--- src/rtl/rng_csr_pkg.sv ---
package rng_csr_pkg;
  localparam int unsigned CSR_AW = 12;
  localparam int unsigned CSR_DW = 32;
  localparam logic [CSR_AW-1:0] ADDR_HQ_RND  = 12'hFC0;
  localparam logic [CSR_AW-1:0] ADDR_FAST_RND = 12'hFC1;
  localparam logic [CSR_AW-1:0] ADDR_PREFILL = 12'h7D8;
  localparam logic [CSR_DW-1:0] PRNG_SEED  = 32'h1D87_2B41;
  localparam logic [CSR_DW-1:0] PRNG_TAPS  = 32'hA300_0000;
endpackage

--- src/rtl/rng_csr_decode.sv ---
module rng_csr_decode #(
  parameter int unsigned AW = 12,
  parameter logic [AW-1:0] HQ_ADDR   = '0,
  parameter logic [AW-1:0] FAST_ADDR = '0,
  parameter logic [AW-1:0] PREF_ADDR = '0
) (
  input  logic          req_i,
  input  logic          we_i,
  input  logic [AW-1:0] addr_i,
  output logic          hq_rd_o,
  output logic          fast_rd_o,
  output logic          pref_wr_o
);
  logic rd, wr;

  always_comb begin
    rd        = req_i & ~we_i;
    wr        = req_i & we_i;
    hq_rd_o   = rd & (addr_i == HQ_ADDR);
    fast_rd_o = rd & (addr_i == FAST_ADDR);
    pref_wr_o = wr & (addr_i == PREF_ADDR);
  end
endmodule

--- src/rtl/rng_entropy_cache.sv ---
module rng_entropy_cache #(
  parameter int unsigned DW = 32
) (
  input  logic          clk_i,
  input  logic          rst_ni,
  input  logic          hq_rd_i,
  input  logic          pref_wr_i,
  input  logic          ent_ack_i,
  input  logic [DW-1:0] ent_data_i,
  output logic          ent_req_o,
  output logic [DW-1:0] hq_rdata_o,
  output logic          hq_stall_o
);
  logic          valid_q, valid_d;
  logic          pend_q, pend_d;
  logic [DW-1:0] word_q, word_d;
  logic          word_en;
  logic          ack_take, fill_start;

  // next-state logic
  always_comb begin
    ack_take   = pend_q & ent_ack_i;
    fill_start = ~valid_q & ~pend_q & (pref_wr_i | hq_rd_i);
    hq_stall_o = hq_rd_i & ~valid_q & ~ack_take;
    hq_rdata_o = valid_q ? word_q : ent_data_i;

    pend_d = pend_q;
    if (ack_take)        pend_d = 1'b0;
    else if (fill_start) pend_d = 1'b1;

    valid_d = valid_q;
    if (hq_rd_i && valid_q)        valid_d = 1'b0;
    else if (ack_take && !hq_rd_i) valid_d = 1'b1;

    // store only when the acknowledged word is not consumed directly
    word_en = ack_take & ~hq_rd_i;
    word_d  = ent_data_i;
  end

  // state registers
  always_ff @(posedge clk_i or negedge rst_ni) begin
    if (!rst_ni) begin
      valid_q <= 1'b0;
      pend_q  <= 1'b0;
    end else begin
      valid_q <= valid_d;
      pend_q  <= pend_d;
    end
  end

  always_ff @(posedge clk_i or negedge rst_ni) begin
    if (!rst_ni) begin
      word_q <= '0;
    end else if (word_en) begin
      word_q <= word_d;
    end
  end

  assign ent_req_o = pend_q;
endmodule

--- src/rtl/rng_lfsr_prng.sv ---
module rng_lfsr_prng #(
  parameter int unsigned   W    = 32,
  parameter logic [W-1:0] SEED = '1,
  parameter logic [W-1:0] TAPS = '0
) (
  input  logic         clk_i,
  input  logic         rst_ni,
  input  logic         step_i,
  output logic [W-1:0] state_o
);
  logic [W-1:0] state_q, state_d, shift_n;

  for (genvar i = 0; i < W; i++) begin : g_bit
    if (i == W - 1) begin : g_top
      assign shift_n[i] = TAPS[i] & state_q[0];
    end else begin : g_mid
      assign shift_n[i] = state_q[i+1] ^ (TAPS[i] & state_q[0]);
    end
  end

  always_comb begin
    state_d = step_i ? shift_n : state_q;
  end

  always_ff @(posedge clk_i or negedge rst_ni) begin
    if (!rst_ni) begin
      state_q <= SEED;
    end else begin
      state_q <= state_d;
    end
  end

  assign state_o = state_q;
endmodule

--- src/rtl/rng_csr_unit.sv ---
module rng_csr_unit
  import rng_csr_pkg::*;
#(
  parameter int unsigned   AW         = CSR_AW,
  parameter int unsigned   DW         = CSR_DW,
  parameter logic [DW-1:0] SEED       = PRNG_SEED,
  parameter logic [DW-1:0] TAPS       = PRNG_TAPS
) (
  input  logic          clk_i,
  input  logic          rst_ni,
  input  logic          csr_req_i,
  input  logic          csr_we_i,
  input  logic [AW-1:0] csr_addr_i,
  output logic [DW-1:0] csr_rdata_o,
  output logic          csr_stall_o,
  output logic          ent_req_o,
  input  logic          ent_ack_i,
  input  logic [DW-1:0] ent_data_i
);
  logic          hq_rd, fast_rd, pref_wr;
  logic [DW-1:0] hq_data, prng_word;
  logic          hq_stall;

  rng_csr_decode #(
    .AW        (AW),
    .HQ_ADDR   (AW'(ADDR_HQ_RND)),
    .FAST_ADDR (AW'(ADDR_FAST_RND)),
    .PREF_ADDR (AW'(ADDR_PREFILL))
  ) i_decode (
    .req_i     (csr_req_i),
    .we_i      (csr_we_i),
    .addr_i    (csr_addr_i),
    .hq_rd_o   (hq_rd),
    .fast_rd_o (fast_rd),
    .pref_wr_o (pref_wr)
  );

  rng_entropy_cache #(.DW(DW)) i_cache (
    .clk_i      (clk_i),
    .rst_ni     (rst_ni),
    .hq_rd_i    (hq_rd),
    .pref_wr_i  (pref_wr),
    .ent_ack_i  (ent_ack_i),
    .ent_data_i (ent_data_i),
    .ent_req_o  (ent_req_o),
    .hq_rdata_o (hq_data),
    .hq_stall_o (hq_stall)
  );

  rng_lfsr_prng #(.W(DW), .SEED(SEED), .TAPS(TAPS)) i_prng (
    .clk_i   (clk_i),
    .rst_ni  (rst_ni),
    .step_i  (fast_rd),
    .state_o (prng_word)
  );

  always_comb begin
    csr_rdata_o = '0;
    if (hq_rd)        csr_rdata_o = hq_data;
    else if (fast_rd) csr_rdata_o = prng_word;
    csr_stall_o = hq_stall;
  end
endmodule

--- config.mk ---
export PLATFORM = sky130hd
export DESIGN_NAME = rng_csr_unit
export DESIGN_NICKNAME = d
export VERILOG_FILES = /design/src/rtl/rng_csr_pkg.sv /design/src/rtl/rng_csr_decode.sv /design/src/rtl/rng_entropy_cache.sv /design/src/rtl/rng_lfsr_prng.sv /design/src/rtl/rng_csr_unit.sv
export SDC_FILE = /design/constraint.sdc
export NUM_CORES = 1
export LEC_CHECK = 0
export BUFFER_PORTS_ARGS = -buffer_cell sky130_fd_sc_hd__buf_2
export CAP_MARGIN = 20
export CORE_UTILIZATION = 55
export DETAILED_ROUTE_END_ITERATION = 10
export GPL_TIMING_DRIVEN = 0
export PLACE_DENSITY = 0.81
export SLEW_MARGIN = 30
export SYNTH_ARGS = -nofsm -noshare
export SYNTH_HDL_FRONTEND = slang
export SYNTH_HIERARCHICAL = 1
export SYNTH_SLANG_ARGS = --single-unit
export TNS_END_PERCENT = 30
--- constraint.sdc ---
create_clock -name clk_i -period 6.6 [get_ports clk_i]
set_input_delay 1.98 -clock clk_i [delete_from_list [all_inputs] [get_ports clk_i]]
set_output_delay 1.98 -clock clk_i [all_outputs]
set_load 0.02 [all_outputs]
* Yosys cells after proc, flatten, opt, wreduce, memory -nomap -nowiden *
Cells that the tools add are included.

operators by class
  multiplexer cells = 7
  bitwise operators = 20
  reductions and logical operators = 5
  eq/ne operators = 3

operators with widths
  operator                                                count
  two-way mux 32 bit                                      3
  equality test 12 bit (second input constant)            2
  equality test 12 x 11 -> 1 bit (second input constant)  1
  bitwise AND 1 bit                                       11
  NOT 1 bit                                               5
  two-way mux 1 bit                                       4
  nonzero test 2 bit                                      2
  bitwise XOR 1 bit                                       3
  logical AND 1 bit                                       2
  zero test 1 bit                                         1
  bitwise OR 1 bit                                        1

storage, ports and cells
  input bits = 49
  output and inout port bits = 34
  register bits = 66

* Logic depth before layout (Yosys ltp) *
  depth in word-level cells = 7
  gate-level depth with buffers = 6
  depth with buffers taken out = 4

* Modules after synthesis *
Netlist, hierarchy kept.

modules (own cells, without submodules)
  module             cells an instance  area each (µm²)  times used
  rng_entropy_cache  111                1790.5           1
  rng_lfsr_prng      103                1567.8           1
  rng_csr_unit       44                 361.6            1
  rng_csr_decode     9                  70.1             1

* Worst setup path after synthesis *
OpenSTA, ideal clock, no wires.

  path type = input-to-output
  from = input port csr_we_i
  to = output port csr_rdata_o[29]
  data arrival time = 3706 ps
  cell stages on the path = 6
  setup slack = 914 ps
  data required time = 4620 ps
  path through = or4b_1 -> nor4_1 -> buf_6 -> buf_2 -> nand2_1 -> o21ai_1

RTL lines
  item                line                  RTL
  from (decl)         rng_csr_unit.sv:12    input logic csr_we_i,
  NOT 1 bit           rng_csr_decode.sv:17  rd = req_i & ~we_i;
  bitwise AND 1 bit   rng_csr_decode.sv:17
  bitwise AND 1 bit   rng_csr_decode.sv:19  hq_rd_o = rd & (addr_i == HQ_ADDR);
  net hq_rd           rng_csr_unit.sv:20    logic hq_rd, fast_rd, pref_wr;
  two-way mux 32 bit  rng_csr_unit.sv:59    if (hq_rd) csr_rdata_o = hq_data;
  to (decl)           rng_csr_unit.sv:14    output logic [DW-1:0] csr_rdata_o,

The timed path passes the listed nets, and every way through them passes these cells.

* Final worst setup path *
  from = input port csr_we_i
  to = output port csr_rdata_o[13]

between the ends
  longest elaborated chain between the ends = 5

RTL lines
  item                line                  RTL
  NOT 1 bit           rng_csr_decode.sv:17
  bitwise AND 1 bit   rng_csr_decode.sv:17
  bitwise AND 1 bit   rng_csr_decode.sv:20  fast_rd_o = rd & (addr_i == FAST_ADDR);
  net fast_rd         rng_csr_unit.sv:20
  two-way mux 32 bit  rng_csr_unit.sv:60    else if (fast_rd) csr_rdata_o = prng_word;
  two-way mux 32 bit  rng_csr_unit.sv:59

The timed path passes the listed nets, and every way through them passes these cells.

==> results.py <==
metrics = {
    "yosys": {
        "ys_types": 24,
        "postSynthCellCount": 267,
        "synth_seq_cells": 66,
        "synth_area_um2": 3790,
        "synth_area_per_cell_um2": 14.2,
        "synth_warnings": 6,
        "ys_seq_area_frac": 0.440,
        "syn_nets": 316,
    },
    "global_route": {
        "grt_max_degree": 42,
        "overflow": 0,
        "grt_pass1_wl_um": 12100,
        "grt_pass1_vias": 2472,
        "grt_usage": 0.217,
        "antenna_found_initial": 0,
    },
    "detailed_routing": {
        "wl_per_cell_um": 16.4,
        "detail_route.iter0.violations": 83,
        "routed_wl_um": 7260,
        "ant_nets": 0,
        "drc_errors": 0,
        "first_pass_iters": 4,
        "viasPerCell": 5.28,
        "num_vias": 2341,
    },
    "critical_path": {
        "rr_endpoint": "i_cache/word_q[23]",
        "critPathMaxStageDelay_ns": 0.74,
        "crit_fanout": 10,
        "reg2regPathDepth": 3,
        "start_kind": "input pin",
        "crit_buf_inv": 3,
        "crit_end": "csr_rdata_o[13]",
        "crit_top_cell": "buf_2",
        "r2r_start": "i_cache/ent_req_o",
        "critPathKind": "input pin to primary output",
        "worstPathRequired_ns": 4.62,
        "cp_slowest_cell": "nor4_1",
        "path_cells": "buf_2 > or4b_1 > nor4_1 > nor2b_4 > buf_6 > a22o_1 > buf_2",
        "crit_cells": 7,
        "arrival_ns": 4.20,
        "r2r_setup_slack_ns": 5.35,
        "crit_start": "csr_we_i",
        "crit_family": "simple AND/OR/NAND/NOR gates",
        "cp-end-kind": "primary output",
    },
    "sta": {
        "clock_skew_ns": 0.0115,
        "worst_pin_slew_ns": 0.872,
        "slew_viol_final": 0,
        "finalCritPeriodShare": 0.936,
        "final-hold-violation-count": 0,
        "max_freq_mhz": 162,
        "rsz0062_at_grt": "no",
        "setup-tns-final_ns": 0,
        "setup_viol": 0,
        "max-slew-margin-rel": 0.413,
        "final.min_clock_period_ns": 6.18,
    },
    "layout": {
        "layout.nets": 410,
        "layout_commonest_cell": "buf_2",
        "layout_common_cells": "buf_2 (88), mux2_4 (54), dfrtp_1 (52), mux2_2 (39)",
        "area_growth_pct": 18.6,
        "drive_above_1_share": 0.694,
        "fill_cells": 458,
        "final_area_um2": 4490,
        "antenna_cells": 0,
        "final_core_util": 0.692,
    },
    "floorplanning": {
        "core_area_um2": 6490,
        "io_pins": 83,
        "die_y_um": 85.0,
        "die_w_um": 85.0,
        "start_util": 0.584,
        "std_cell_rows": 29,
        "die-area_um2": 7230,
    },
    "power_and_ir_drop": {
        "p_leak_nw": 2.37,
        "ir_worst_vdd_v": 0.000108,
        "cellPowerDensity_nw_per_um2": 167,
    },
    "clocking": {
        "cts_root_buf": "clkbuf_8",
        "cts_buffer_depth": 2,
        "cts_setup_buffers": 0,
        "cts_hold_buf": 0,
        "clkSinkCount": 66,
        "path_clk_slew_ns": 0.07,
        "insertion_delay_ns": 0.34,
        "htree_levels": 3,
        "cts_tree": "yes",
        "ctsResizeCount": 0,
        "cts_buffers": 9,
    },
    "run_status": {
        "status": "finished clean",
    },
    "hold_path": {
        "hp-class": "register to register",
    },
    "placement": {
        "hpwl_um": 5110,
        "gp_congestion": 0.726,
        "io_buffers": 82,
        "placed_area_um2": 4320,
    },
    "job": {
        "cap_violations": 0,
    },
}
[state kept, by name (all words and copies together) (netlist names)]
register / cells
i_cache/ent_req_o: 1
i_cache/valid_q: 1
i_cache/word_q: 32
i_prng/state_o: 32
[per-stage QoR]
step                instances  worst slack, ns  power, mW  hold slack [ns]
finish                    443            0.421      0.750            0.502
global route              443            0.324      0.780            0.511
CTS                       443            0.459      0.757            0.501
floorplan                 267            0.914      0.429            0.474
global placement          426            0.525      0.454            0.482
detailed placement        427            0.482      0.457            0.487
[how the worst min path moves through the flow]
stage                             startpoint                 end  slack, ns  depth (start not counted)
after floorplan           i_cache/word_q[13]  i_cache/word_q[13]       0.47                          1
after global placement    i_cache/word_q[13]  i_cache/word_q[13]       0.48                          1
after detailed placement  i_cache/word_q[18]  i_cache/word_q[18]       0.49                          1
after CTS                 i_prng/state_o[24]  i_prng/state_o[24]       0.50                          2
after global routing      i_prng/state_o[24]  i_prng/state_o[24]       0.51                          2
final                     i_prng/state_o[24]  i_prng/state_o[24]       0.50                          2
[synthesized netlist by cell type]
cell type	count	area, um2
buf_4	29	218
buf_6	9	101
nand3b_1	2	15.0
or4b_1	1	10.0
o21bai_1	1	7.51
mux2_4	54	811
xnor2_1	3	26.3
nand2_1	4	15.0
buf_2	7	35.0
a21oi_1	4	20.0
a22o_1	30	263
o21ai_1	2	10.0
and2_1	1	6.26
mux2i_1	1	10.0
nand4b_1	2	17.5
nand3b_4	1	20.0
nor4_1	3	18.8
nor2_1	4	15.0
nor2b_4	1	13.8
dfstp_2	14	368
mux2_2	39	439
buf_12	2	40.0
dfrtp_1	52	1300
or3b_2	1	8.76
[worst register-to-register path, cell delays in order (launching register included)]
cell and delay [ns]:
dfrtp_1 0.44, nand3b_4 0.16, buf_6 0.21, mux2_4 0.32
[power by group]
group	internal [mW]	switching [mW]
clock network	0.155	0.145
registers	0.406	0.000615
logic	0.0226	0.0200
total	0.584	0.166
[area by class of cell]
type | instances | area [um2] | share of cell area
multi-input cells | 154 | 1730 | 0.384
plain buffers | 47 | 394 | 0.0877
well taps | 77 | 96.3 | 0.0214
clock inverters | 3 | 15.0 | 0.00334
clock buffers | 13 | 159 | 0.0354
repair buffers | 83 | 433 | 0.0964
flip-flops and latches | 66 | 1670 | 0.371
[routing by layer]
| metal | GRT usage | share of wire |
|---|---|---|
| met1 | 0.307 | 0.48 |
| met2 | 0.341 | 0.47 |
| met3 | 0.0321 | 0.035 |
| met4 | 0.0786 | 0.014 |
| met5 | 0 | 0 |
[kinds of logic after synthesis]
logic type / share of synthesized area
buf+inv: 0.104
flops: 0.440
xor+xnor: 0.00693
compound gates: 0.0792
mux: 0.332
simple gates: 0.0370
Note: power is estimated with default switching activity, not from simulation.
